==> config.mk <==
export PLATFORM = sky130hd
export DESIGN_NAME = err_aggregator
export DESIGN_NICKNAME = d
export VERILOG_FILES = /design/src/rtl/err_agg_pkg.sv /design/src/rtl/err_agg_edge.sv /design/src/rtl/err_agg_status.sv /design/src/rtl/err_agg_cfg.sv /design/src/rtl/err_agg_resp.sv /design/src/rtl/err_aggregator.sv
export SDC_FILE = /design/constraint.sdc
export NUM_CORES = 1
export LEC_CHECK = 0
export ABC_CLOCK_PERIOD_IN_PS = 1700
export BUFFER_PORTS_ARGS = -buffer_cell sky130_fd_sc_hd__buf_2
export CORE_ASPECT_RATIO = 1.2
export CORE_UTILIZATION = 50
export DETAILED_ROUTE_END_ITERATION = 8
export GPL_ROUTABILITY_DRIVEN = 0
export GPL_TIMING_DRIVEN = 0
export MAX_ROUTING_LAYER = met4
export PLACE_DENSITY = 0.74
export SETUP_SLACK_MARGIN = 0.4
export SYNTH_ARGS = -nofsm -noshare
export SYNTH_HDL_FRONTEND = slang
export SYNTH_HIERARCHICAL = 1
export SYNTH_SLANG_ARGS = --single-unit
==> constraint.sdc <==
create_clock -name clk_i -period 1.7 [get_ports clk_i]
set_input_delay 0.34 -clock clk_i [delete_from_list [all_inputs] [get_ports clk_i]]
set_output_delay 0.34 -clock clk_i [all_outputs]
set_load 0.03 [all_outputs]
==> src/rtl/err_agg_pkg.sv <==
package err_agg_pkg;
  typedef enum logic [1:0] {
    REG_STATUS = 2'd0,
    REG_IRQ_EN = 2'd1,
    REG_PIN_EN = 2'd2,
    REG_RSVD   = 2'd3
  } reg_sel_e;
endpackage

==> src/rtl/err_agg_edge.sv <==
module err_agg_edge #(
  parameter int unsigned NUM_CH = 32
) (
  input  logic              clk_i,
  input  logic              rst_ni,
  input  logic [NUM_CH-1:0] src_i,
  output logic [NUM_CH-1:0] rise_o
);
  logic [NUM_CH-1:0] prev_q;

  always_ff @(posedge clk_i or negedge rst_ni) begin
    if (!rst_ni) prev_q <= '0;
    else         prev_q <= src_i;
  end

  for (genvar g = 0; g < NUM_CH; g++) begin : g_ch
    assign rise_o[g] = src_i[g] & ~prev_q[g];
  end
endmodule

==> src/rtl/err_agg_status.sv <==
module err_agg_status #(
  parameter int unsigned NUM_CH = 32
) (
  input  logic              clk_i,
  input  logic              rst_ni,
  input  logic [NUM_CH-1:0] set_i,
  input  logic [NUM_CH-1:0] clr_i,
  output logic [NUM_CH-1:0] flag_o
);
  logic [NUM_CH-1:0] flag_q;

  // set dominates clear in the same cycle
  for (genvar g = 0; g < NUM_CH; g++) begin : g_flag
    always_ff @(posedge clk_i or negedge rst_ni) begin
      if (!rst_ni)        flag_q[g] <= 1'b0;
      else if (set_i[g])  flag_q[g] <= 1'b1;
      else if (clr_i[g])  flag_q[g] <= 1'b0;
    end
  end

  assign flag_o = flag_q;
endmodule

==> src/rtl/err_agg_cfg.sv <==
module err_agg_cfg
  import err_agg_pkg::*;
#(
  parameter int unsigned NUM_CH = 32
) (
  input  logic              clk_i,
  input  logic              rst_ni,
  input  logic              wr_en_i,
  input  logic [1:0]        addr_i,
  input  logic [NUM_CH-1:0] wdata_i,
  input  logic [NUM_CH-1:0] flag_i,
  output logic [NUM_CH-1:0] clr_o,
  output logic [NUM_CH-1:0] irq_en_o,
  output logic [NUM_CH-1:0] pin_en_o,
  output logic [NUM_CH-1:0] rdata_o
);
  reg_sel_e          sel;
  logic [NUM_CH-1:0] irq_en_q, pin_en_q;

  assign sel = reg_sel_e'(addr_i);

  always_ff @(posedge clk_i or negedge rst_ni) begin
    if (!rst_ni) begin
      irq_en_q <= '0;
      pin_en_q <= '0;
    end else if (wr_en_i) begin
      if (sel == REG_IRQ_EN) irq_en_q <= wdata_i;
      if (sel == REG_PIN_EN) pin_en_q <= wdata_i;
    end
  end

  assign clr_o = (wr_en_i && sel == REG_STATUS) ? wdata_i : '0;

  always_comb begin
    unique case (sel)
      REG_STATUS: rdata_o = flag_i;
      REG_IRQ_EN: rdata_o = irq_en_q;
      REG_PIN_EN: rdata_o = pin_en_q;
      default:    rdata_o = '0;
    endcase
  end

  assign irq_en_o = irq_en_q;
  assign pin_en_o = pin_en_q;
endmodule

==> src/rtl/err_agg_resp.sv <==
module err_agg_resp #(
  parameter int unsigned NUM_CH     = 32,
  parameter bit          ACTIVE_LOW = 1'b0
) (
  input  logic [NUM_CH-1:0] flag_i,
  input  logic [NUM_CH-1:0] en_i,
  output logic              out_o
);
  logic any_hit;

  assign any_hit = |(flag_i & en_i);

  if (ACTIVE_LOW) begin : g_low
    assign out_o = ~any_hit;
  end else begin : g_high
    assign out_o = any_hit;
  end
endmodule

==> src/rtl/err_aggregator.sv <==
module err_aggregator #(
  parameter int unsigned NUM_CH = 32
) (
  input  logic              clk_i,
  input  logic              rst_ni,
  input  logic [NUM_CH-1:0] err_i,
  input  logic              wr_en_i,
  input  logic [1:0]        addr_i,
  input  logic [NUM_CH-1:0] wdata_i,
  output logic [NUM_CH-1:0] rdata_o,
  output logic              irq_o,
  output logic              err_pin_no
);
  logic [NUM_CH-1:0] rise_w, clr_w, flag_w, irq_en_w, pin_en_w;

  err_agg_edge #(.NUM_CH(NUM_CH)) edge_i (
    .clk_i (clk_i),
    .rst_ni(rst_ni),
    .src_i (err_i),
    .rise_o(rise_w)
  );

  err_agg_status #(.NUM_CH(NUM_CH)) status_i (
    .clk_i (clk_i),
    .rst_ni(rst_ni),
    .set_i (rise_w),
    .clr_i (clr_w),
    .flag_o(flag_w)
  );

  err_agg_cfg #(.NUM_CH(NUM_CH)) cfg_i (
    .clk_i   (clk_i),
    .rst_ni  (rst_ni),
    .wr_en_i (wr_en_i),
    .addr_i  (addr_i),
    .wdata_i (wdata_i),
    .flag_i  (flag_w),
    .clr_o   (clr_w),
    .irq_en_o(irq_en_w),
    .pin_en_o(pin_en_w),
    .rdata_o (rdata_o)
  );

  err_agg_resp #(.NUM_CH(NUM_CH), .ACTIVE_LOW(1'b0)) irq_resp_i (
    .flag_i(flag_w),
    .en_i  (irq_en_w),
    .out_o (irq_o)
  );

  err_agg_resp #(.NUM_CH(NUM_CH), .ACTIVE_LOW(1'b1)) pin_resp_i (
    .flag_i(flag_w),
    .en_i  (pin_en_w),
    .out_o (err_pin_no)
  );
endmodule

==> summary.md <==
| Metric | Value |
|---|---|
| Core area | `12100 um2` |
| Crit Path Category | `flip-flop to output port` |
| CTS H-Tree Depth | `4` |
| Clock-pin slew on the worst setup and hold paths | `0.06 ns` |
| Layout Cells excl Fill | `778` |
| Synth Register Bits | `about 130` |
| Die Wd | `103 um` |
| Router iterations before antenna repair | `4` |
| CTS tree | `yes` |
| Ports | `around 100` |
| Max-cap violations | `0` |
| Tightest Pin Transition | `around 0.47 ns` |
| Chip Height | `124 um` |
| Fraction of layout cells with a size suffix above 1 | `61.6%` |
| TritonCTS Buffers | `17` |
| Ant diodes | `0` |
| Number of nets in the layout | `673` |
| Vias | `approximately 4300` |
| Fin. Hold Viols | `0` |
| Pins over their slew limit | `0` |
| Worst Clk Skew | `roughly 0.0051 ns` |
| Maximum vdd drop | `1.04 mV` |
| Util after Layout | `between 70% and 80%` |
| RSZ-0062 raised after global routing | `yes` |
| Hold crit path type | `primary input to flip-flop` |
| Routed WL | `16.7 mm` |
| Final setup vio count | `9` |
| Setup WS post-layout | `-0.575 ns` |
| Critical Path RT | `around 1.4 ns` |
| Mapped Area | `6150 um2` |
| Worst EP arrival | `between 1.5 and 2 ns` |
| Final ANT Viol Nets | `0` |
| Sequential area share after synthesis | `52.0%` |
| Cell count after placement | `713` |
| Fin crit period | `2.27 ns` |
| Initial antenna violation count | `0` |
| Initial core utilization | `51.0%` |
| Post-detail-place hpwl | `10.6 mm` |
| Worst hold path stage count | `1` |
| Vias per inst | `5.57` |
| CP Capture Type | `output port` |
| Grt total ovfl | `0` |
| Ys async rst share | `100%` |
| Longest Clk Path Bufs | `2` |
| Most frequent cells in the layout | `109 x dfrtp_1, 65 x buf_2, 53 x buf_6, 33 x nor2b_4` |
| Fmax achieved | `0.440 GHz` |
| Pwr/cell area | `1110 nW/um2` |
| Failing checks | `negative setup slack` |
| Drt initial violations | `170` |
| Num rows | `44` |
| Reg2reg path depth | `4` |
| Post-route DRC | `0` |
| First-pass GRT wire length | `24.8 mm` |
| Critical Path Source Type | `flip-flop` |
| Mean area per synthesized cell | `13.6 um2` |
| Wirelength per Cell | `21.4 um` |
| Pin count of the biggest net entering global routing | `69` |
| Number of global-route vias before repair | `roughly 4500` |
| Ys Warns | `6` |
| Yosys cell types | `22` |
| Post-Syn Nets | `520` |
| Die Area | `12800 um2` |
| Clock latency on the worst-skew pair | `0.42 ns` |
| Root Driver | `clkbuf_16` |
| Tcrit/Tclk final | `134%` |
| Number of clock sinks | `128` |
| Ys flop type | `dfrtp_1` |
| Area grow syn2layout | `48.1%` |
| Number of synthesized flops with an enable pin | `0` |
| Status | `complete, but fails checks` |
| Mapped Cells | `451` |
| Buffers on Ports | `100` |
| CP Max Fanout | `4` |
| Max transition margin | `68.4%` |
| Most common cell after layout, fill and taps aside | `dfrtp_1` |
| Pleak | `between 3 and 4 nW` |
| Gr usage total | `28.6%` |
## flip-flops by register name, indices dropped and copies added (netlist names)
register and count:
cfg_i/pin_en_o 32, cfg_i/irq_en_o 32, edge_i/prev_q 32, status_i/flag_o 32
## final cells by class
cell class,instances,area (um2)
flip-flops and latches,128,3230
repair buffers,134,1090
well taps,161,201
fillers,702,2940
plain buffers,21,249
multi-input cells,270,3630
clock buffers,20,457
clock inverters,12,140
inverters,32,120
## per-stage QoR
step                hold WS, ns  setup TNS (ns)  setup WS (ns)  power, mW  area, um2
floorplan                0.0444               0          0.103       5.24       6870
global placement          0.464         -170.89          -1.34       5.75       7570
detailed placement        0.352          -0.358         -0.204       5.84       7610
CTS                      0.0221           -1.30         -0.553       9.93       8820
global route             0.0194           -2.18         -0.607       10.4       9110
finish                   0.0354           -1.58         -0.575       10.1       9110
## critical path: stages (launching register included)
cell	delay, ns
dfrtp_2	0.44
a22oi_2	0.22
nand4_1	0.13
or4_4	0.57
buf_6	0.16
## logic make-up after synthesis
kind of cell           synth area share [%]
AOI/OAI and AO/OA                      12.5
buffers and inverters                  4.19
DFF                                    52.0
muxes                                  18.7
and+or+nand+nor                        12.5
## cell usage after synthesis, types with 2 or more instances
library cell / number / area [um2]
dfrtp_1: 128 / 3200
a21o_1: 32 / 240
and2_1: 32 / 200
inv_1: 32 / 120
mux2_2: 32 / 360
mux2i_1: 32 / 320
nor2b_4: 32 / 440
o2bb2ai_1: 32 / 280
a22oi_1: 30 / 225
mux2_4: 30 / 450
buf_2: 8 / 40.0
nand4_1: 8 / 50.1
buf_6: 6 / 67.6
clkbuf_1: 6 / 22.5
a22oi_2: 2 / 25.0
mux2_1: 2 / 22.5
nand3b_4: 2 / 40.0
## what timing repair did
item | CTS | global route
buffers inserted | 19 | 10
endpoints found under the setup margin | 34 | 95
cloned | 1 | 2
resized for setup | 117 | 40
pin swaps | 16 | 12
hold buffers | 1 | 0
hold endpoints to repair | 60 | 0
## per-layer routing
metal	track usage, %	wire (um)	up-vias	share of wire, %
li1	-	-	1931	-
met1	33.3	6750	2200	40
met2	46.2	8530	149	51
met3	6.95	737	51	4.4
met4	14.0	663	0	4.0
met5	-	0	-	0
## report_power, final
group / switching [mW] / total, mW / internal [mW]
logic: 1.06 / 2.39 / 1.34
clock network: 1.33 / 3.69 / 2.36
registers: 0.541 / 4.00 / 3.46
## worst paths after layout
path	from	endpoint	slack, ns
max in group asynchronous	rst_ni	status_i/flag_o[14]	0.55
min reg2reg	cfg_i/pin_en_o[0]	cfg_i/pin_en_o[0]	0.55
min in group asynchronous	rst_ni	edge_i/prev_q[4]	0.43
max reg2reg	status_i/flag_o[8]	status_i/flag_o[8]	0.62
min	err_i[6]	edge_i/prev_q[6]	0.04
max	status_i/flag_o[31]	irq_o	-0.57
Note: power is estimated with default switching activity, not from simulation.
